## src/rtl/dra_pkg.sv

```systemverilog
package dra_pkg;

   typedef enum logic [3:0] {
      TS_TLR,    TS_RTI,
      TS_SEL_DR, TS_CAP_DR, TS_SHF_DR, TS_EX1_DR, TS_PAU_DR, TS_EX2_DR, TS_UPD_DR,
      TS_SEL_IR, TS_CAP_IR, TS_SHF_IR, TS_EX1_IR, TS_PAU_IR, TS_EX2_IR, TS_UPD_IR
   } tap_st_e;

   typedef enum logic [1:0] {
      CS_IDLE,
      CS_SELECT,
      CS_ACCESS
   } seq_st_e;

endpackage

```

## src/rtl/dra_tap.sv

```systemverilog
module dra_tap
   import dra_pkg::*;
(
   input  logic    tck,
   input  logic    trst_n,
   input  logic    tms,
   output tap_st_e st
);

   tap_st_e nxt;

   always_comb begin
      case (st)
         TS_TLR:    nxt = tms ? TS_TLR    : TS_RTI;
         TS_RTI:    nxt = tms ? TS_SEL_DR : TS_RTI;
         TS_SEL_DR: nxt = tms ? TS_SEL_IR : TS_CAP_DR;
         TS_CAP_DR: nxt = tms ? TS_EX1_DR : TS_SHF_DR;
         TS_SHF_DR: nxt = tms ? TS_EX1_DR : TS_SHF_DR;
         TS_EX1_DR: nxt = tms ? TS_UPD_DR : TS_PAU_DR;
         TS_PAU_DR: nxt = tms ? TS_EX2_DR : TS_PAU_DR;
         TS_EX2_DR: nxt = tms ? TS_UPD_DR : TS_SHF_DR;
         TS_UPD_DR: nxt = tms ? TS_SEL_DR : TS_RTI;
         TS_SEL_IR: nxt = tms ? TS_TLR    : TS_CAP_IR;
         TS_CAP_IR: nxt = tms ? TS_EX1_IR : TS_SHF_IR;
         TS_SHF_IR: nxt = tms ? TS_EX1_IR : TS_SHF_IR;
         TS_EX1_IR: nxt = tms ? TS_UPD_IR : TS_PAU_IR;
         TS_PAU_IR: nxt = tms ? TS_EX2_IR : TS_PAU_IR;
         TS_EX2_IR: nxt = tms ? TS_UPD_IR : TS_SHF_IR;
         TS_UPD_IR: nxt = tms ? TS_SEL_DR : TS_RTI;
         default:   nxt = TS_TLR;
      endcase
   end

   always_ff @(posedge tck or negedge trst_n) begin
      if (!trst_n) st <= TS_TLR;
      else         st <= nxt;
   end

   AST_TLR_HOLD: assert property (@(posedge tck) disable iff (!trst_n)
      (st == TS_TLR && tms) |=> (st == TS_TLR));

   AST_SHIFT_EXIT: assert property (@(posedge tck) disable iff (!trst_n)
      (st == TS_SHF_DR && tms) |=> (st == TS_EX1_DR));

endmodule

```

## src/rtl/dra_ir.sv

```systemverilog
module dra_ir
   import dra_pkg::*;
#(
   parameter int IR_W = 4
) (
   input  logic            tck,
   input  logic            trst_n,
   input  logic            tdi,
   input  tap_st_e         st,
   output logic [IR_W-1:0] ir_q,
   output logic            ir_lsb
);

   localparam logic [IR_W-1:0] IR_BYP = '1;
   localparam logic [IR_W-1:0] IR_CAP = {{(IR_W-1){1'b0}}, 1'b1};

   logic [IR_W-1:0] ir_sh;

   always_ff @(posedge tck or negedge trst_n) begin
      if (!trst_n) begin
         ir_sh <= IR_CAP;
         ir_q  <= IR_BYP;
      end else begin
         case (st)
            TS_TLR:    ir_q  <= IR_BYP;
            TS_CAP_IR: ir_sh <= IR_CAP;
            TS_SHF_IR: ir_sh <= {tdi, ir_sh[IR_W-1:1]};
            TS_UPD_IR: ir_q  <= ir_sh;
            default:   ;
         endcase
      end
   end

   assign ir_lsb = ir_sh[0];

   AST_IR_TLR: assert property (@(posedge tck) disable iff (!trst_n)
      (st == TS_TLR) |=> (ir_q == IR_BYP));

   AST_IR_CAPTURE: assert property (@(posedge tck) disable iff (!trst_n)
      (st == TS_CAP_IR) |=> (ir_lsb == 1'b1));

endmodule

```

## src/rtl/dra_seq.sv

```systemverilog
module dra_seq
   import dra_pkg::*;
(
   input  logic    tck,
   input  logic    trst_n,
   input  tap_st_e st,
   input  logic    en,
   output seq_st_e cs
);

   seq_st_e nxt;

   always_comb begin
      nxt = cs;
      if (st == TS_TLR || !en)
         nxt = CS_IDLE;
      else if (st == TS_UPD_IR || cs == CS_IDLE)
         nxt = CS_SELECT;
      else if (st == TS_UPD_DR)
         nxt = (cs == CS_SELECT) ? CS_ACCESS : CS_SELECT;
   end

   always_ff @(posedge tck or negedge trst_n) begin
      if (!trst_n) cs <= CS_IDLE;
      else         cs <= nxt;
   end

   AST_SEQ_TLR: assert property (@(posedge tck) disable iff (!trst_n)
      (st == TS_TLR) |=> (cs == CS_IDLE));

   AST_SEQ_NOEN: assert property (@(posedge tck) disable iff (!trst_n)
      (!en) |=> (cs == CS_IDLE));

   AST_SEQ_CMD2DAT: assert property (@(posedge tck) disable iff (!trst_n)
      (en && st == TS_UPD_DR && cs == CS_SELECT) |=> (cs == CS_ACCESS));

   AST_SEQ_DAT2CMD: assert property (@(posedge tck) disable iff (!trst_n)
      (en && st == TS_UPD_DR && cs == CS_ACCESS) |=> (cs == CS_SELECT));

endmodule

```

## src/rtl/dra_dr.sv

```systemverilog
module dra_dr
   import dra_pkg::*;
#(
   parameter int ADDR_W = 7,
   parameter int DATA_W = 32
) (
   input  logic              tck,
   input  logic              trst_n,
   input  logic              tdi,
   input  tap_st_e           st,
   input  seq_st_e           cs,
   input  logic              en,
   input  logic [DATA_W-1:0] reg_rdata,
   output logic [ADDR_W-1:0] reg_addr,
   output logic [DATA_W-1:0] reg_wdata,
   output logic              reg_wr,
   output logic              reg_rd,
   output logic              dr_lsb
);

   localparam int CMD_W = ADDR_W + 1;

   logic              byp_q;
   logic [CMD_W-1:0]  cmd_sh;
   logic [ADDR_W-1:0] addr_q;
   logic              wr_q;
   logic [DATA_W-1:0] dat_sh;
   logic              sel_cmd;
   logic              sel_dat;

   assign sel_cmd = en && (cs == CS_SELECT);
   assign sel_dat = en && (cs == CS_ACCESS);

   // bypass bit, always present
   always_ff @(posedge tck or negedge trst_n) begin
      if (!trst_n)                byp_q <= 1'b0;
      else if (st == TS_CAP_DR)   byp_q <= 1'b0;
      else if (st == TS_SHF_DR)   byp_q <= tdi;
   end

   // command pass
   always_ff @(posedge tck or negedge trst_n) begin
      if (!trst_n) begin
         cmd_sh <= '0;
         addr_q <= '0;
         wr_q   <= 1'b0;
      end else if (sel_cmd) begin
         case (st)
            TS_CAP_DR: cmd_sh <= '0;
            TS_SHF_DR: cmd_sh <= {tdi, cmd_sh[CMD_W-1:1]};
            TS_UPD_DR: begin
               addr_q <= cmd_sh[CMD_W-1:1];
               wr_q   <= cmd_sh[0];
            end
            default: ;
         endcase
      end
   end

   // data pass
   always_ff @(posedge tck or negedge trst_n) begin
      if (!trst_n) begin
         dat_sh <= '0;
      end else if (sel_dat) begin
         if (st == TS_CAP_DR)      dat_sh <= wr_q ? '0 : reg_rdata;
         else if (st == TS_SHF_DR) dat_sh <= {tdi, dat_sh[DATA_W-1:1]};
      end
   end

   assign reg_rd    = sel_dat && (st == TS_CAP_DR) && !wr_q;
   assign reg_wr    = sel_dat && (st == TS_UPD_DR) &&  wr_q;
   assign reg_addr  = addr_q;
   assign reg_wdata = dat_sh;
   assign dr_lsb    = sel_cmd ? cmd_sh[0] : (sel_dat ? dat_sh[0] : byp_q);

   AST_WR_PULSE: assert property (@(posedge tck) disable iff (!trst_n)
      reg_wr |=> !reg_wr);

   AST_RD_PULSE: assert property (@(posedge tck) disable iff (!trst_n)
      reg_rd |=> !reg_rd);

   AST_WR_ADDR_HELD: assert property (@(posedge tck) disable iff (!trst_n)
      reg_wr |-> $stable(reg_addr));

   AST_NOEN_QUIET: assert property (@(posedge tck) disable iff (!trst_n)
      !en |-> !(reg_wr || reg_rd));

endmodule

```

## src/rtl/jtag_dbg_regacc.sv

```systemverilog
module jtag_dbg_regacc
   import dra_pkg::*;
#(
   parameter int              IR_W   = 4,
   parameter logic [IR_W-1:0] EN_OP  = 4'b1000,
   parameter int              ADDR_W = 7,
   parameter int              DATA_W = 32
) (
   input  logic              tck,
   input  logic              trst_n,
   input  logic              tms,
   input  logic              tdi,
   output logic              tdo,
   output logic              tdo_oe,
   output logic [ADDR_W-1:0] reg_addr,
   output logic [DATA_W-1:0] reg_wdata,
   output logic              reg_wr,
   output logic              reg_rd,
   input  logic [DATA_W-1:0] reg_rdata
);

   localparam logic [IR_W-1:0] IR_BYP = '1;

   generate
      if (IR_W < 2) begin : g_chk_ir
         $error("IR_W must be at least 2");
      end
      if (EN_OP == IR_BYP) begin : g_chk_op
         $error("EN_OP must differ from the bypass opcode");
      end
      if (ADDR_W < 1 || DATA_W < 1) begin : g_chk_w
         $error("ADDR_W and DATA_W must be positive");
      end
   endgenerate

   tap_st_e         st;
   seq_st_e         cs;
   logic [IR_W-1:0] ir_q;
   logic            ir_lsb;
   logic            dr_lsb;
   logic            en;
   logic            tdo_q;
   logic            oe_q;

   dra_tap u_tap (
      .tck    (tck),
      .trst_n (trst_n),
      .tms    (tms),
      .st     (st)
   );

   dra_ir #(.IR_W(IR_W)) u_ir (
      .tck    (tck),
      .trst_n (trst_n),
      .tdi    (tdi),
      .st     (st),
      .ir_q   (ir_q),
      .ir_lsb (ir_lsb)
   );

   assign en = (ir_q == EN_OP);

   dra_seq u_seq (
      .tck    (tck),
      .trst_n (trst_n),
      .st     (st),
      .en     (en),
      .cs     (cs)
   );

   dra_dr #(.ADDR_W(ADDR_W), .DATA_W(DATA_W)) u_dr (
      .tck       (tck),
      .trst_n    (trst_n),
      .tdi       (tdi),
      .st        (st),
      .cs        (cs),
      .en        (en),
      .reg_rdata (reg_rdata),
      .reg_addr  (reg_addr),
      .reg_wdata (reg_wdata),
      .reg_wr    (reg_wr),
      .reg_rd    (reg_rd),
      .dr_lsb    (dr_lsb)
   );

   // serial output retimed to the falling edge
   always_ff @(negedge tck or negedge trst_n) begin
      if (!trst_n) begin
         tdo_q <= 1'b0;
         oe_q  <= 1'b0;
      end else begin
         oe_q <= (st == TS_SHF_IR) || (st == TS_SHF_DR);
         if (st == TS_SHF_IR)      tdo_q <= ir_lsb;
         else if (st == TS_SHF_DR) tdo_q <= dr_lsb;
      end
   end

   assign tdo    = tdo_q;
   assign tdo_oe = oe_q;

   AST_OE_SHIFT: assert property (@(posedge tck) disable iff (!trst_n)
      tdo_oe |-> (st == TS_SHF_IR || st == TS_SHF_DR));

   AST_TDO_RISE_STABLE: assert property (@(negedge tck) disable iff (!trst_n)
      (st != TS_SHF_IR && st != TS_SHF_DR) |=> $stable(tdo));

endmodule

```

## config.mk

```make
export PLATFORM = sky130hd
export DESIGN_NAME = jtag_dbg_regacc
export DESIGN_NICKNAME = d
export VERILOG_FILES = /design/src/rtl/dra_pkg.sv /design/src/rtl/dra_tap.sv /design/src/rtl/dra_ir.sv /design/src/rtl/dra_seq.sv /design/src/rtl/dra_dr.sv /design/src/rtl/jtag_dbg_regacc.sv
export SDC_FILE = /design/constraint.sdc
export NUM_CORES = 1
export LEC_CHECK = 0
export ABC_AREA = 1
export BUFFER_PORTS_ARGS = -buffer_cell sky130_fd_sc_hd__buf_2
export CAP_MARGIN = 30
export CORE_AREA = 3 3 87 89
export CTS_CLUSTER_SIZE = 12
export DETAILED_ROUTE_END_ITERATION = 10
export DIE_AREA = 0 0 90 92
export PLACE_DENSITY = 0.73
export SKIP_LAST_GASP = 1
export SLEW_MARGIN = 20
export SYNTH_ARGS = -nofsm -noshare
export SYNTH_HDL_FRONTEND = slang
export SYNTH_SLANG_ARGS = --single-unit
export TNS_END_PERCENT = 100
```

## constraint.sdc

```tcl
create_clock -name tck -period 1.69 [get_ports tck]
set_clock_uncertainty 0.15 [all_clocks]
set_input_delay 0.4225 -clock tck [delete_from_list [all_inputs] [get_ports tck]]
set_output_delay 0.4225 -clock tck [all_outputs]
set_load 0.03 [all_outputs]
```

Word-level counts from Yosys, hierarchy flattened
Cells that the tools add are included.
Cells by class
  eq/ne operators: 18
  mux-type cells: 29
  reduce and logical (&&, ||, !) cells: 24
Operators by type and width (number)
  $mux W32: 3
  $pmux W4 S12: 1
  $eq A4 B4 Y1 const B: 9
  $eq A4 B3 Y1 const B: 4
  $mux W4: 4
  $pmux W4 S2: 2
  $pmux W8 S2: 1
  $mux W2: 7
  $mux W1: 9
  $eq A4 B2 Y1 const B: 2
  $reduce_bool A2 Y1: 4
  $logic_and A1 B1 Y1: 6
  $mux W3: 2
  $reduce_and A2 Y1: 3
  $eq A4 B1 Y1 const B: 1
  $logic_not A4 Y1: 1
  $reduce_or A2 Y1: 2
  $logic_or A1 B1 Y1: 3
  $reduce_bool A3 Y1: 1
  $reduce_or A3 Y1: 1
  $eq A2 B1 Y1 const B: 1
  $eq A2 B2 Y1 const B: 1
  $logic_not A1 Y1: 2
  $logic_not A2 Y1: 1
Word-level totals
  register bits after elaboration: 65
  input port bits: 36
  output and inout port bits: 43
  logic and storage cells: 82

Depth between registers and ports, before layout
Gate-level depths: netlist (run 1).
  word-level depth: 6
  gate-level depth with buffers: 9
  mapped depth without buffers: 9

By module
Synthesis (run 1) repeated with hierarchy kept, for this count alone.
Unflattened totals
  cell total of the unflattened synthesis: 560
  area, all modules: 3774.9 um2
Modules (own cells, without submodules)
  dra_dr: times used 1, cells an instance 403, area each 2712.6 um2, sequential area each 1226.2 um2
  dra_ir: times used 1, cells an instance 54, area each 416.6 um2, sequential area each 206.4 um2
  dra_tap: times used 1, cells an instance 55, area each 335.3 um2, sequential area each 100.1 um2
  dra_seq: times used 1, cells an instance 27, area each 177.7 um2, sequential area each 50.0 um2
  jtag_dbg_regacc: times used 1, cells an instance 21, area each 132.6 um2, sequential area each 50.0 um2

==> results of run 1 <==
sequential cells by signal (all words and copies together) (netlist names):
register,flops
u_tap.st,4
u_dr.byp_q,1
u_ir.ir_q,4
u_seq.cs,2
u_dr.cmd_sh,8
u_dr.reg_wdata,32
u_dr.wr_q,1
tdo_oe,1
tdo,1
u_dr.reg_addr,7
u_ir.ir_sh,4
report_power, final:
group | internal [uW] | switching [uW]
registers | 1690 | 104
logic | 1130 | 1190
clock network | 869 | 649
total | 3690 | 1950
path summary, 6_finish.rpt:
kind	end	cells past startpoint	start	slack (ns)
max	tdo	1	tdo	-0.66
min	u_dr.cmd_sh[7]	3	tdi	0.17
max reg2reg	tdo	7	u_ir.ir_q[3]	-0.54
min reg2reg	u_dr.cmd_sh[3]	2	u_dr.cmd_sh[4]	0.35
max in group asynchronous	tdo_oe	2	trst_n	0.18
min in group asynchronous	u_ir.ir_sh[1]	3	trst_n	0.49
final cells by class:
class | count | area [um^2]
inverters | 66 | 250
fillers | 424 | 1440
well taps | 96 | 120
clock buffers | 11 | 141
multi-input cells | 262 | 1660
clock inverters | 5 | 78.8
repair buffers | 163 | 1510
flip-flops and latches | 65 | 1630
worst reg2reg max path: cells and delay by family, from the launching register on:
kind	cells	cell delay, ns
and+or+nand+nor	7	0.55
DFF	1	0.54
cell families after synthesis:
group	count (synthesis)	synth area share
and+or+nand+nor	159	0.219
DFF	65	0.508
AOI/OAI and AO/OA	103	0.165
buffers and inverters	82	0.109
stage by stage:
| stage | hold slack [ns] | instance area, um^2 | setup WS, ns | setup TNS, ns |
|---|---|---|---|---|
| 6_report | 0.170 | 5390 | -0.656 | -19.60 |
| 5_1_grt | 0.168 | 5390 | -0.681 | -23.09 |
| 4_1_cts | 0.144 | 4970 | -0.650 | -10.32 |
| 3_5_place_dp | 0.307 | 4080 | -0.469 | -3.72 |
| 3_3_place_gp | 0.310 | 4080 | -0.444 | -2.43 |
| 2_1_floorplan | -0.0231 | 3250 | -0.448 | -2.04 |
per-layer routing:
metal	track usage	vias to the layer above	part of all wire
li1	-	1640	-
met1	0.283	1759	0.37
met2	0.432	178	0.52
met3	0.0451	49	0.062
met4	0.108	0	0.046
met5	0	-	0
layout by cell type, fill, tap and decap left out, types with 2 or more instances in the layout:
cell type / n
sky130_fd_sc_hd__nor2_1: 17
sky130_fd_sc_hd__clkbuf_16: 3
sky130_fd_sc_hd__o21ai_4: 4
sky130_fd_sc_hd__dfrtn_1: 2
sky130_fd_sc_hd__nand3_2: 9
sky130_fd_sc_hd__nor3_4: 3
sky130_fd_sc_hd__dfrtp_1: 58
sky130_fd_sc_hd__dfstp_2: 5
sky130_fd_sc_hd__a21oi_2: 6
sky130_fd_sc_hd__nand3_4: 2
sky130_fd_sc_hd__o21ai_0: 18
sky130_fd_sc_hd__inv_2: 9
sky130_fd_sc_hd__buf_6: 28
sky130_fd_sc_hd__clkbuf_8: 10
sky130_fd_sc_hd__a21oi_1: 8
sky130_fd_sc_hd__buf_4: 38
sky130_fd_sc_hd__nand3_1: 32
sky130_fd_sc_hd__o21a_1: 3
sky130_fd_sc_hd__buf_12: 8
sky130_fd_sc_hd__nor2_4: 9
sky130_fd_sc_hd__bufinv_16: 2
sky130_fd_sc_hd__nand2_2: 14
sky130_fd_sc_hd__o22ai_1: 3
sky130_fd_sc_hd__clkinv_2: 2
sky130_fd_sc_hd__o21ai_1: 32
sky130_fd_sc_hd__inv_1: 55
sky130_fd_sc_hd__o21ai_2: 27
sky130_fd_sc_hd__buf_2: 74
sky130_fd_sc_hd__nand2_1: 55
sky130_fd_sc_hd__buf_16: 10
sky130_fd_sc_hd__nor2_2: 9
sky130_fd_sc_hd__nand2_4: 8
repair_timing:
| action | 4_1_cts | 5_1_grt |
|---|---|---|
| gates cloned | 10 | 3 |
| endpoints found under the hold margin | 7 | 0 |
| pin swaps | 9 | 25 |
| setup endpoints to repair | 48 | 64 |
| setup buffers | 17 | 12 |
| hold buffers | 1 | 0 |
| gates resized for setup | 88 | 100 |
==> impl_results.html, run 1 <==
<table>
<tr><th>Metric</th><th>Value</th></tr>
<tr><th colspan="2">Yosys</th></tr>
<tr><td>Post-Synthesis Cells</td><td>409</td></tr>
<tr><td>Cell types with the highest counts after synthesis</td><td>sky130_fd_sc_hd__nand2_1, sky130_fd_sc_hd__inv_1, sky130_fd_sc_hd__dfrtp_1, sky130_fd_sc_hd__o21ai_0, sky130_fd_sc_hd__nand3_1</td></tr>
<tr><td>Yosys top cell area share</td><td>0.451</td></tr>
<tr><td>Distinct cells, synth</td><td>25</td></tr>
<tr><td>Sequential share of the synthesized area</td><td>0.508</td></tr>
<tr><td>Post-Syn Nets</td><td>445</td></tr>
<tr><td>Library cell with the highest instance count after synthesis</td><td>sky130_fd_sc_hd__nand2_1</td></tr>
<tr><td>Count of synthesis-stage warnings from yosys</td><td>0</td></tr>
<tr><td>Area of the mapped netlist</td><td>0.00322 mm^2</td></tr>
<tr><td>Post-Synthesis Mean Instance Area</td><td>7.87 um^2</td></tr>
<tr><td>Synth top area cells</td><td>sky130_fd_sc_hd__dfrtp_1, sky130_fd_sc_hd__nand2_1, sky130_fd_sc_hd__o21ai_0</td></tr>
<tr><td>Share of async-settable or async-resettable flops after synthesis</td><td>1.00</td></tr>
<tr><td>Most common flop cell mapped by yosys</td><td>sky130_fd_sc_hd__dfrtp_1</td></tr>
<tr><td>Library cell with the largest summed area after synthesis</td><td>sky130_fd_sc_hd__dfrtp_1</td></tr>
<tr><td>Synthesized flop and latch total</td><td>65</td></tr>
<tr><td>Number of enable-type register cells in the synthesized netlist</td><td>0</td></tr>
<tr><th colspan="2">Power</th></tr>
<tr><td>VDD IR max</td><td>0.773 mV</td></tr>
<tr><td>Total power after layout</td><td>5640 uW</td></tr>
<tr><td>PD cells</td><td>1050 mW/mm^2</td></tr>
<tr><td>Leak Pwr</td><td>0.00257 uW</td></tr>
<tr><th colspan="2">Floorplanning</th></tr>
<tr><td>Starting Density</td><td>0.471</td></tr>
<tr><td>Number of placement rows</td><td>30</td></tr>
<tr><td>Die X</td><td>90 um</td></tr>
<tr><td>CORE AREA</td><td>0.00683 mm^2</td></tr>
<tr><td>Vert. Die Dim</td><td>92 um</td></tr>
<tr><td>I/O pins</td><td>79</td></tr>
<tr><td>Total Die Area</td><td>0.00828 mm^2</td></tr>
<tr><th colspan="2">STA</th></tr>
<tr><td>Remaining max-slew budget at the tightest pin</td><td>0.702</td></tr>
<tr><td>Final setup slack of the worst path</td><td>-0.656 ns</td></tr>
<tr><td>Final count of negative-setup-slack endpoints</td><td>57</td></tr>
<tr><td>Worst Tran Pin Value</td><td>0.445 ns</td></tr>
<tr><td>Setup repair after global routing missed its margin</td><td>yes</td></tr>
<tr><td>Hold violation total from the final report</td><td>0</td></tr>
<tr><td>Final Max Tran Viols</td><td>0</td></tr>
<tr><th colspan="2">Critical path</th></tr>
<tr><td>Crit path largest cell delay</td><td>0.45 ns</td></tr>
<tr><td>Type of the setup path with the least slack</td><td>reg -&gt; out</td></tr>
<tr><td>Cell type group with the largest total delay on the critical path</td><td>flip-flops</td></tr>
<tr><td>Worst setup EP type</td><td>primary output</td></tr>
<tr><td>Critical Path, Cell by Cell</td><td>buf_6</td></tr>
<tr><td>Worst-path cell with the longest stage delay</td><td>sky130_fd_sc_hd__dfrtn_1</td></tr>
<tr><td>Data required time of the worst path</td><td>1.12 ns</td></tr>
<tr><td>Max FO, Critical Path</td><td>2</td></tr>
<tr><td>Crit path launch type</td><td>flip-flop</td></tr>
<tr><td>Data arrival time of the worst path</td><td>1.77 ns</td></tr>
<tr><td>Worst path bufs/invs</td><td>1</td></tr>
<tr><th colspan="2">Global routing</th></tr>
<tr><td>Global-route wire length before repair</td><td>16,200 um</td></tr>
<tr><td>Maximum number of pins on one net before global-route repair</td><td>56</td></tr>
<tr><td>Antenna violations before repair</td><td>0</td></tr>
<tr><td>Overall routing resource usage</td><td>0.242</td></tr>
<tr><td>Number of global-route vias before repair</td><td>3,496</td></tr>
<tr><td>Total congestion overflow</td><td>0</td></tr>
<tr><th colspan="2">Placement</th></tr>
<tr><td>Port Buffers</td><td>78</td></tr>
<tr><td>Placed cell count</td><td>613</td></tr>
<tr><td>Half-perimeter wire length after detailed placement</td><td>5730 um</td></tr>
<tr><td>RD Place Congestion</td><td>0.858</td></tr>
<tr><th colspan="2">CTS</th></tr>
<tr><td>Clock-pin slew reported for the worst setup and hold paths after clock tree synthesis</td><td>0.08 ns</td></tr>
<tr><td>Number of H-tree levels</td><td>3</td></tr>
<tr><td># clock sinks</td><td>65</td></tr>
<tr><td>Inserted Clock Buffers</td><td>9</td></tr>
<tr><td>Cell at the root of the clock tree</td><td>sky130_fd_sc_hd__clkbuf_8</td></tr>
<tr><td>Clock latency at the later pin of the worst-skew pair</td><td>0.35 ns</td></tr>
<tr><td>CTS tree</td><td>done</td></tr>
<tr><td>Largest buffer count on any clock path</td><td>2</td></tr>
<tr><th colspan="2">Detailed routing</th></tr>
<tr><td>Via density</td><td>5.43</td></tr>
<tr><td>Number of detailed-route iterations in the first pass</td><td>5</td></tr>
<tr><td>Antenna Violating Nets Remaining</td><td>0</td></tr>
<tr><td>Routed vias</td><td>3,626</td></tr>
<tr><td>Remaining design rule violation count</td><td>0</td></tr>
<tr><td>Number of DRC markers in iteration 0</td><td>194</td></tr>
<tr><td>Mean routed wirelength per cell</td><td>17.8 um</td></tr>
<tr><td>Detailed-route wire length</td><td>11,900 um</td></tr>
<tr><th colspan="2">Final layout</th></tr>
<tr><td>N_diodes</td><td>0</td></tr>
<tr><td>Final core utilization</td><td>0.789</td></tr>
<tr><td>Nets</td><td>603</td></tr>
<tr><td>Layout cell share with drive strength beyond 1</td><td>0.497</td></tr>
<tr><td>Synth-to-layout area growth</td><td>67.6%</td></tr>
<tr><td>Non-filler cells in the finished layout</td><td>668</td></tr>
<tr><th colspan="2">Job</th></tr>
<tr><td>Number of maximum-capacitance constraint violations</td><td>0</td></tr>
<tr><th colspan="2">Run status</th></tr>
<tr><td>Violations in the final reports</td><td>negative setup slack</td></tr>
<tr><td>Run status</td><td>finished with violations</td></tr>
<tr><th colspan="2">Worst hold path</th></tr>
<tr><td>Path class of the lowest-slack min-delay path</td><td>in -&gt; reg</td></tr>
</table>
(Power assumes the default switching activity.)
==> run 2: changes to the inputs <==
ABC_AREA = unset   (was 1)
CORE_AREA = 3 3 88 90   (was 3 3 87 89)
DIE_AREA = 0 0 91 93   (was 0 0 90 92)
==> run 2 against run 1 <==
Net effect: the run still ends with negative setup slack left; clock power fell by 13%; wire length down 28%; largest power group unchanged; sequential power is 6% higher; synthesized area up 1.9%; final area is 9.6% lower; first-iteration DRC count fell by 66%; global-route usage is 3.3 points lower; clock-buffer cell count stayed put; non-clock buffer count down 27; hold slack improved by 0.062 ns; power shrank 4.3%; worst setup slack got worse by 0.53 ns.
==> impl_results.html, run 2 <==
<table>
<tr><th>Metric</th><th>Value</th></tr>
<tr><th colspan="2">Floorplanning</th></tr>
<tr><td>Vert. Die Dim</td><td>93 um (+1.1%)</td></tr>
<tr><td>CORE AREA</td><td>0.00714 mm^2 (+4.5%)</td></tr>
<tr><td>Die X</td><td>91 um (+1.1%)</td></tr>
<tr><td>Total Die Area</td><td>0.00846 mm^2 (+2.2%)</td></tr>
<tr><td>I/O pins</td><td>79 (unchanged)</td></tr>
<tr><td>Number of placement rows</td><td>31 (+3.3%)</td></tr>
<tr><td>Starting Density</td><td>0.459 (-0.0117)</td></tr>
<tr><th colspan="2">STA</th></tr>
<tr><td>Accumulated negative setup slack</td><td>-28.92 ns (-9.32 ns)</td></tr>
<tr><td>Remaining max-slew budget at the tightest pin</td><td>0.766 (+0.0641)</td></tr>
<tr><td>Setup repair after global routing missed its margin</td><td>yes</td></tr>
<tr><td>Hold violation total from the final report</td><td>0 (unchanged)</td></tr>
<tr><td>Worst Tran Pin Value</td><td>0.350 ns (-0.0945 ns)</td></tr>
<tr><td>Final count of negative-setup-slack endpoints</td><td>56 (-1.8%)</td></tr>
<tr><td>Final setup slack of the worst path</td><td>-1.18 ns (-0.527 ns)</td></tr>
<tr><td>Final Max Tran Viols</td><td>0 (unchanged)</td></tr>
<tr><th colspan="2">Yosys</th></tr>
<tr><td>Library cell with the highest instance count after synthesis</td><td>sky130_fd_sc_hd__dfrtp_1</td></tr>
<tr><td>Synthesized flop and latch total</td><td>65 (unchanged)</td></tr>
<tr><td>Sequential share of the synthesized area</td><td>0.498 (-0.00930)</td></tr>
<tr><td>Post-Synthesis Mean Instance Area</td><td>10.0 um^2 (+27%)</td></tr>
<tr><td>Synth top area cells</td><td>sky130_fd_sc_hd__dfrtp_1, sky130_fd_sc_hd__a21oi_2, sky130_fd_sc_hd__nor3b_1</td></tr>
<tr><td>Area of the mapped netlist</td><td>0.00328 mm^2 (+1.9%)</td></tr>
<tr><td>Most common flop cell mapped by yosys</td><td>sky130_fd_sc_hd__dfrtp_1</td></tr>
<tr><td>Library cell with the largest summed area after synthesis</td><td>sky130_fd_sc_hd__dfrtp_1</td></tr>
<tr><td>Distinct cells, synth</td><td>42 (+68%)</td></tr>
<tr><td>Post-Synthesis Cells</td><td>327 (-20%)</td></tr>
<tr><td>Count of synthesis-stage warnings from yosys</td><td>0 (unchanged)</td></tr>
<tr><td>Post-Syn Nets</td><td>363 (-18%)</td></tr>
<tr><td>Share of async-settable or async-resettable flops after synthesis</td><td>1.00 (unchanged)</td></tr>
<tr><td>Number of enable-type register cells in the synthesized netlist</td><td>0 (unchanged)</td></tr>
<tr><td>Yosys top cell area share</td><td>0.443 (-0.00827)</td></tr>
<tr><td>Cell types with the highest counts after synthesis</td><td>sky130_fd_sc_hd__dfrtp_1, sky130_fd_sc_hd__a21oi_1, sky130_fd_sc_hd__nor2_1, sky130_fd_sc_hd__nor3b_1, sky130_fd_sc_hd__a21oi_2</td></tr>
<tr><th colspan="2">Critical path</th></tr>
<tr><td>Worst-path cell with the longest stage delay</td><td>sky130_fd_sc_hd__dfstp_2</td></tr>
<tr><td>Data arrival time of the worst path</td><td>2.03 ns (+0.26 ns)</td></tr>
<tr><td>Crit path largest cell delay</td><td>0.53 ns (+0.08 ns)</td></tr>
<tr><td>Max FO, Critical Path</td><td>2 (unchanged)</td></tr>
<tr><td>Crit path launch type</td><td>flip-flop</td></tr>
<tr><td>Worst setup EP type</td><td>flip-flop</td></tr>
<tr><td>Data required time of the worst path</td><td>0.85 ns (-0.27 ns)</td></tr>
<tr><td>Type of the setup path with the least slack</td><td>reg -&gt; reg</td></tr>
<tr><td>Critical Path, Cell by Cell</td><td>or4b_4, or2_4, a221oi_4, o32ai_2</td></tr>
<tr><th colspan="2">CTS</th></tr>
<tr><td># clock sinks</td><td>65 (unchanged)</td></tr>
<tr><td>CTS tree</td><td>done</td></tr>
<tr><td>Inserted Clock Buffers</td><td>9 (unchanged)</td></tr>
<tr><td>Cell at the root of the clock tree</td><td>sky130_fd_sc_hd__clkbuf_8</td></tr>
<tr><td>Clock-pin slew reported for the worst setup and hold paths after clock tree synthesis</td><td>0.07 ns (about the same)</td></tr>
<tr><td>Clock latency at the later pin of the worst-skew pair</td><td>0.34 ns (about the same)</td></tr>
<tr><td>Largest buffer count on any clock path</td><td>2 (unchanged)</td></tr>
<tr><td>Number of H-tree levels</td><td>3 (unchanged)</td></tr>
<tr><th colspan="2">Worst hold path</th></tr>
<tr><td>Path class of the lowest-slack min-delay path</td><td>in -&gt; reg</td></tr>
<tr><th colspan="2">Placement</th></tr>
<tr><td>Placed cell areas</td><td>0.00426 mm^2 (+4.5%)</td></tr>
<tr><td>Port Buffers</td><td>78 (unchanged)</td></tr>
<tr><td>RD Place Congestion</td><td>0.808 (-5.8%)</td></tr>
<tr><td>Worst slack after detailed placement</td><td>-1.05 ns (-0.578 ns)</td></tr>
<tr><td>Half-perimeter wire length after detailed placement</td><td>5690 um (-0.68%)</td></tr>
<tr><th colspan="2">Detailed routing</th></tr>
<tr><td>Number of DRC markers in iteration 0</td><td>65 (-66%)</td></tr>
<tr><td>Via density</td><td>5.27 (-2.8%)</td></tr>
<tr><td>Antenna Violating Nets Remaining</td><td>0 (unchanged)</td></tr>
<tr><td>Remaining design rule violation count</td><td>0 (unchanged)</td></tr>
<tr><td>Number of detailed-route iterations in the first pass</td><td>4 (-1)</td></tr>
<tr><td>Routed vias</td><td>2,922 (-19%)</td></tr>
<tr><td>Detailed-route wire length</td><td>8550 um (-28%)</td></tr>
<tr><td>Mean routed wirelength per cell</td><td>15.4 um (-13%)</td></tr>
<tr><th colspan="2">Final layout</th></tr>
<tr><td>Synth-to-layout area growth</td><td>48.7%</td></tr>
<tr><td>Flip-flop count of the largest register after layout</td><td>32 (unchanged)</td></tr>
<tr><td>Multi-input gate area</td><td>0.00185 mm^2 (+11%)</td></tr>
<tr><td>Layout cell share with drive strength beyond 1</td><td>0.543 (+0.0464)</td></tr>
<tr><td>Top library cells by usage in the layout, fill and taps aside</td><td>sky130_fd_sc_hd__buf_2, sky130_fd_sc_hd__dfrtp_1, sky130_fd_sc_hd__a21oi_1</td></tr>
<tr><td>N_diodes</td><td>0 (unchanged)</td></tr>
<tr><td>Layout filler cell count</td><td>572 (+35%)</td></tr>
<tr><td>Final cell area excluding filler cells</td><td>0.00487 mm^2 (-9.6%)</td></tr>
<tr><td>Nets</td><td>486 (-19%)</td></tr>
<tr><td>Most common cell after layout, fill and taps aside</td><td>sky130_fd_sc_hd__buf_2</td></tr>
<tr><td>Area of all sequential standard cells</td><td>0.00163 mm^2 (about the same)</td></tr>
<tr><th colspan="2">Power</th></tr>
<tr><td>Switching portion of total power</td><td>0.350 (+0.00511)</td></tr>
<tr><td>PD cells</td><td>1110 mW/mm^2 (+5.9%)</td></tr>
<tr><td>Leak Pwr</td><td>0.00197 uW (-23%)</td></tr>
<tr><td>Sw Pwr</td><td>1890 uW (-2.9%)</td></tr>
<tr><td>Design internal power</td><td>3500 uW (-5.0%)</td></tr>
<tr><td>VDD IR max</td><td>1.04 mV (+34%)</td></tr>
<tr><td>Share of power burned in combinational logic</td><td>0.401 (-0.011)</td></tr>
<tr><td>Part of the total power dissipated in sequential elements</td><td>0.354 (+0.035)</td></tr>
<tr><td>Portion of total power attributed to the clock network</td><td>0.245 (-0.024)</td></tr>
<tr><th colspan="2">Run status</th></tr>
<tr><td>Run status</td><td>finished with violations</td></tr>
<tr><td>Violations in the final reports</td><td>negative setup slack</td></tr>
<tr><th colspan="2">Job</th></tr>
<tr><td>Number of maximum-capacitance constraint violations</td><td>0 (unchanged)</td></tr>
<tr><th colspan="2">Global routing</th></tr>
<tr><td>Global-route wire length before repair</td><td>14,100 um (-13%)</td></tr>
<tr><td>Antenna violations before repair</td><td>0 (unchanged)</td></tr>
<tr><td>Maximum number of pins on one net before global-route repair</td><td>34 (-39%)</td></tr>
<tr><td>Total congestion overflow</td><td>0 (unchanged)</td></tr>
<tr><td>Overall routing resource usage</td><td>0.209 (-0.0332)</td></tr>
<tr><td>Number of global-route vias before repair</td><td>2,936 (-16%)</td></tr>
</table>
run 2: cell count changes after synthesis, sizes merged, moves of 7 or more:
cell,previous run,this run
clkbuf,6,13
inv,65,5
mux2,0,8
a22o,0,8
o21ai,81,12
nor3b,0,32
a21oi,14,74
nand2,77,21
nand3,43,4
run 2: per-layer routing:
metal  part of all wire  vias to the layer above  track usage
met2               0.49                       84        0.332
met3              0.050                       16       0.0459
met4              0.022                        0        0.104
li1                   -                     1411            -
met1               0.44                     1411        0.271
met5                  0                        -            0
run 2: logic make-up after synthesis:
kind of cell,Yosys count,synth area share
AOI/OAI and AO/OA,109,0.229
xor gates and xnor gates,1,0.00267
buffers and inverters,29,0.0504
DFF,65,0.498
muxes,8,0.0275
and+or+nand+nor,115,0.192
run 2: power groups by stage:
stage               Sequential (uW)  Clock (uW)  Combinational, uW
floorplan                      1950           0               1180
global placement               1920           0               1710
detailed placement             1920           0               1780
CTS                            1910        1350               2000
global route                   1930        1430               2380
finish                         1910        1320               2170
run 2: final timing paths:
kind | to | cells past startpoint | startpoint | slack, ns
max | tdo | 4 | u_ir.ir_q[3] | -1.18
min | u_dr.cmd_sh[7] | 2 | tdi | 0.23
max reg2reg | tdo | 4 | u_ir.ir_q[3] | -1.18
min reg2reg | u_dr.reg_addr[5] | 1 | u_dr.reg_addr[5] | 0.36
max in group asynchronous | tdo_oe | 2 | trst_n | 0.16
min in group asynchronous | u_tap.st[1] | 3 | trst_n | 0.56
run 2: cell type report:
cell class,instances,area share
multi-input cells,233,0.379
flip-flops and latches,65,0.335
repair buffers,136,0.216
clock buffers,11,0.0290
well taps,99,0.0254
clock inverters,5,0.0113
inverters,5,0.00385
run 2: timing repair:
action	4_1_cts	5_1_grt
cloned	3	0
gates resized for setup	52	13
setup buffers	11	6
endpoints found under the hold margin	4	0
setup endpoints to repair	56	57
hold buffers	1	0
pin swaps	6	12
run 2: critical path, delay by kind of cell (launching register included):
family	cells	cell delay [ns]
and+or+nand+nor	2	0.73
DFF	1	0.53
AOI/OAI and AO/OA	2	0.42
run 2: through the flow:
step / utilization / instances / power, uW / hold WS (ns)
2_1_floorplan: - / 327 / 3120 / -0.0231
3_3_place_gp: 0.597 / 525 / 3630 / 0.336
3_5_place_dp: 0.597 / 525 / 3700 / 0.342
4_1_cts: 0.678 / 555 / 5270 / 0.235
5_1_grt: 0.683 / 554 / 5730 / 0.226
6_report: 0.683 / 554 / 5400 / 0.232
==> run 3: changes to the inputs <==
CORE_AREA = 3 3 87 89   (was 3 3 88 90)
DIE_AREA = 0 0 90 92   (was 0 0 91 93)
PLACE_DENSITY = 0.74   (was 0.73)
==> run 3 against run 2 <==
Net effect: the run still ends with negative setup slack left; first-iteration DRC count is 97% higher; register-to-register slack gained 0.11 ns; non-clock buffer count unchanged; power shrank 1.4%; wire length up 2.6%; highest routed layer unchanged.
==> impl_results.html, run 3 (same netlist as run 2, synthesis figures left out) <==
<table>
<tr><th>Metric</th><th>Value</th></tr>
<tr><th colspan="2">Placement</th></tr>
<tr><td>Placed cell count</td><td>519 (-1.1%)</td></tr>
<tr><td>Placed cell areas</td><td>0.00425 mm^2 (-0.32%)</td></tr>
<tr><td>RD Place Congestion</td><td>0.802 (-0.77%)</td></tr>
<tr><td>Half-perimeter wire length after detailed placement</td><td>5480 um (-3.7%)</td></tr>
<tr><td>Worst slack after detailed placement</td><td>-1.03 ns (+0.0199 ns)</td></tr>
<tr><td>Port Buffers</td><td>78 (unchanged)</td></tr>
<tr><th colspan="2">Detailed routing</th></tr>
<tr><td>Routed vias</td><td>2,968 (+1.6%)</td></tr>
<tr><td>Via density</td><td>5.39 (+2.1%)</td></tr>
<tr><td>Remaining design rule violation count</td><td>0 (unchanged)</td></tr>
<tr><td>Number of DRC markers in iteration 0</td><td>128 (+97%)</td></tr>
<tr><td>Antenna Violating Nets Remaining</td><td>0 (unchanged)</td></tr>
<tr><td>Detailed-route wire length</td><td>8770 um (+2.6%)</td></tr>
<tr><td>Number of detailed-route iterations in the first pass</td><td>4 (unchanged)</td></tr>
<tr><td>Mean routed wirelength per cell</td><td>15.9 um (+3.2%)</td></tr>
<tr><th colspan="2">Run status</th></tr>
<tr><td>Violations in the final reports</td><td>negative setup slack</td></tr>
<tr><td>Run status</td><td>finished with violations</td></tr>
<tr><th colspan="2">Floorplanning</th></tr>
<tr><td>Starting Density</td><td>0.480 (+0.0205)</td></tr>
<tr><td>Number of placement rows</td><td>30 (-3.2%)</td></tr>
<tr><td>I/O pins</td><td>79 (unchanged)</td></tr>
<tr><td>Total Die Area</td><td>0.00828 mm^2 (-2.2%)</td></tr>
<tr><td>Vert. Die Dim</td><td>92 um (-1.1%)</td></tr>
<tr><td>CORE AREA</td><td>0.00683 mm^2 (-4.3%)</td></tr>
<tr><td>Die X</td><td>90 um (-1.1%)</td></tr>
<tr><th colspan="2">Final layout</th></tr>
<tr><td>Layout filler cell count</td><td>500 (-13%)</td></tr>
<tr><td>Nets</td><td>486 (unchanged)</td></tr>
<tr><td>Non-filler cells in the finished layout</td><td>551 (-0.54%)</td></tr>
<tr><td>Flip-flop count of the largest register after layout</td><td>32 (unchanged)</td></tr>
<tr><td>Top library cells by usage in the layout, fill and taps aside</td><td>sky130_fd_sc_hd__buf_2, sky130_fd_sc_hd__dfrtp_1, sky130_fd_sc_hd__a21oi_1</td></tr>
<tr><td>Final cell area excluding filler cells</td><td>0.00490 mm^2 (+0.54%)</td></tr>
<tr><td>Synth-to-layout area growth</td><td>49.5%</td></tr>
<tr><td>Layout cell share with drive strength beyond 1</td><td>0.547 (+0.00440)</td></tr>
<tr><td>Most common cell after layout, fill and taps aside</td><td>sky130_fd_sc_hd__buf_2</td></tr>
<tr><td>N_diodes</td><td>0 (unchanged)</td></tr>
<tr><th colspan="2">CTS</th></tr>
<tr><td>Cell at the root of the clock tree</td><td>sky130_fd_sc_hd__clkbuf_8</td></tr>
<tr><td># clock sinks</td><td>65 (unchanged)</td></tr>
<tr><td>Clock-pin slew reported for the worst setup and hold paths after clock tree synthesis</td><td>0.07 ns (about the same)</td></tr>
<tr><td>Largest buffer count on any clock path</td><td>2 (unchanged)</td></tr>
<tr><td>Inserted Clock Buffers</td><td>9 (unchanged)</td></tr>
<tr><td>CTS tree</td><td>done</td></tr>
<tr><td>Clock latency at the later pin of the worst-skew pair</td><td>0.34 ns (about the same)</td></tr>
<tr><td>Number of H-tree levels</td><td>3 (unchanged)</td></tr>
<tr><th colspan="2">Critical path</th></tr>
<tr><td>Endpoint of the worst register-to-register path</td><td>tdo</td></tr>
<tr><td>Cell type group with the largest total delay on the critical path</td><td>simple AND/OR/NAND/NOR gates</td></tr>
<tr><td>Reg2Reg Setup Slack</td><td>-1.08 ns (+0.11 ns)</td></tr>
<tr><td>CP startpoint</td><td>u_ir.ir_q[3]</td></tr>
<tr><td>Number of cells on the critical path</td><td>4 (unchanged)</td></tr>
<tr><td>Worst setup EP type</td><td>flip-flop</td></tr>
<tr><td>R2R cell count</td><td>4 (unchanged)</td></tr>
<tr><td>Critical Path End</td><td>tdo</td></tr>
<tr><td>Worst-path cell with the longest stage delay</td><td>sky130_fd_sc_hd__dfstp_2</td></tr>
<tr><td>Worst path bufs/invs</td><td>0 (unchanged)</td></tr>
<tr><td>Crit path largest cell delay</td><td>0.53 ns (about the same)</td></tr>
<tr><td>Type of the setup path with the least slack</td><td>reg -&gt; reg</td></tr>
<tr><td>Crit path launch type</td><td>flip-flop</td></tr>
<tr><td>Max FO, Critical Path</td><td>2 (unchanged)</td></tr>
<tr><td>Origin of the critical flop-to-flop path</td><td>u_ir.ir_q[3]</td></tr>
<tr><td>Data required time of the worst path</td><td>0.86 ns (about the same)</td></tr>
<tr><td>Data arrival time of the worst path</td><td>1.94 ns (-0.09 ns)</td></tr>
<tr><td>Critical Path, Cell by Cell</td><td>or4b_4, or2_4, a221oi_2, o32ai_1</td></tr>
<tr><th colspan="2">Power</th></tr>
<tr><td>PD cells</td><td>1090 mW/mm^2 (-2.0%)</td></tr>
<tr><td>VDD IR max</td><td>0.691 mV (-33%)</td></tr>
<tr><td>Leak Pwr</td><td>0.00199 uW (+1.1%)</td></tr>
<tr><th colspan="2">Worst hold path</th></tr>
<tr><td>Path class of the lowest-slack min-delay path</td><td>in -&gt; reg</td></tr>
<tr><th colspan="2">STA</th></tr>
<tr><td>Final setup slack of the worst path</td><td>-1.08 ns (+0.106 ns)</td></tr>
<tr><td>Final Max Tran Viols</td><td>0 (unchanged)</td></tr>
<tr><td>Worst Hold Margin</td><td>0.260 ns (+0.0283 ns)</td></tr>
<tr><td>Accumulated negative setup slack</td><td>-34.57 ns (-5.65 ns)</td></tr>
<tr><td>Setup repair after global routing missed its margin</td><td>yes</td></tr>
<tr><td>Remaining max-slew budget at the tightest pin</td><td>0.716 (-0.0509)</td></tr>
<tr><td>Hold violation total from the final report</td><td>0 (unchanged)</td></tr>
<tr><td>Worst Tran Pin Value</td><td>0.427 ns (+0.0764 ns)</td></tr>
<tr><td>Final count of negative-setup-slack endpoints</td><td>56 (unchanged)</td></tr>
<tr><th colspan="2">Global routing</th></tr>
<tr><td>Global routing met3 resource utilization</td><td>0.0566 (+0.0107)</td></tr>
<tr><td>Overall routing resource usage</td><td>0.210 (+0.00131)</td></tr>
<tr><td>Global-route wire length before repair</td><td>14,000 um (-0.30%)</td></tr>
<tr><td>Most heavily used metal layer in global routing</td><td>met2</td></tr>
<tr><td>Global routing usage on met1</td><td>0.274 (+0.00298)</td></tr>
<tr><td>Antenna violations before repair</td><td>0 (unchanged)</td></tr>
<tr><td>Maximum number of pins on one net before global-route repair</td><td>65 (+91%)</td></tr>
<tr><td>GRT met2 Usage</td><td>0.346 (+0.0143)</td></tr>
<tr><td>Number of global-route vias before repair</td><td>2,853 (-2.8%)</td></tr>
<tr><td>Total congestion overflow</td><td>0 (unchanged)</td></tr>
<tr><th colspan="2">Job</th></tr>
<tr><td>Number of maximum-capacitance constraint violations</td><td>0 (unchanged)</td></tr>
</table>
[run 3: changes by cell type in the layout (fill, tap and decap cells not counted), moves of 2 or more]
| cell | change |
|---|---|
| sky130_fd_sc_hd__a21oi_2 | -2 |
| sky130_fd_sc_hd__buf_12 | +2 |
| sky130_fd_sc_hd__buf_4 | -4 |
| sky130_fd_sc_hd__buf_6 | +3 |
| sky130_fd_sc_hd__buf_8 | -3 |
| sky130_fd_sc_hd__nor2_1 | -4 |
| sky130_fd_sc_hd__nor2_2 | +4 |
| sky130_fd_sc_hd__o21ai_0 | -2 |
| sky130_fd_sc_hd__o21ai_1 | +2 |
[run 3: stage by stage]
| stage | utilization | total power (uW) |
|---|---|---|
| floorplan | - | 3120 |
| global placement | 0.622 | 3650 |
| detailed placement | 0.622 | 3700 |
| CTS | 0.703 | 5200 |
| global route | 0.717 | 5630 |
| finish | 0.717 | 5320 |
[run 3: worst min path at each step]
stage,endpoint,start,cells past startpoint,slack (ns)
after CTS,u_dr.cmd_sh[7],tdi,2,0.25
after detailed placement,u_dr.reg_addr[6],u_dr.reg_addr[6],1,0.34
after floorplan,u_dr.byp_q,trst_n,0,-0.02
final,u_ir.ir_sh[3],tdi,3,0.26
after global placement,u_dr.reg_addr[3],u_dr.reg_addr[3],1,0.34
after global routing,u_dr.cmd_sh[7],tdi,2,0.24
[run 3: timing repair]
action	4_1_cts	5_1_grt
pin swaps	9	3
gates cloned	5	1
endpoints found under the setup margin	57	61
endpoints found under the hold margin	9	0
hold buffers	1	0
gates resized for setup	40	18
setup buffers	4	9
[run 3: worst min-delay path, delay by kind of cell]
family | cells | cell delay [ns]
AO/OA/AOI/OAI | 1 | 0.07
AND/OR/NAND/NOR | 1 | 0.07
buffers and inverters | 1 | 0.14
[run 3: area by class of cell]
type	instances	area, um^2	share of cell area
Multi-Input combinational cell	233	1820	0.372
Sequential cell	65	1630	0.334
Timing Repair Buffer	136	1110	0.227
Clock buffer	9	124	0.0253
Tap cell	96	120	0.0245
Clock inverter	7	71.3	0.0146
Inverter	5	18.8	0.00383
[run 3: power breakdown]
| group | total, uW | switching [uW] | internal, uW |
|---|---|---|---|
| combinational | 2130 | 1140 | 989 |
| sequential | 1890 | 116 | 1770 |
| clock | 1300 | 620 | 677 |
[run 3: metal layers]
| metal | part of all wire | routed length [um] | vias to the layer above |
|---|---|---|---|
| met3 | 0.054 | 470 | 14 |
| met4 | 0.014 | 127 | 0 |
| met2 | 0.49 | 4320 | 89 |
| li1 | - | - | 1410 |
| met5 | 0 | 0 | - |
| met1 | 0.44 | 3850 | 1455 |
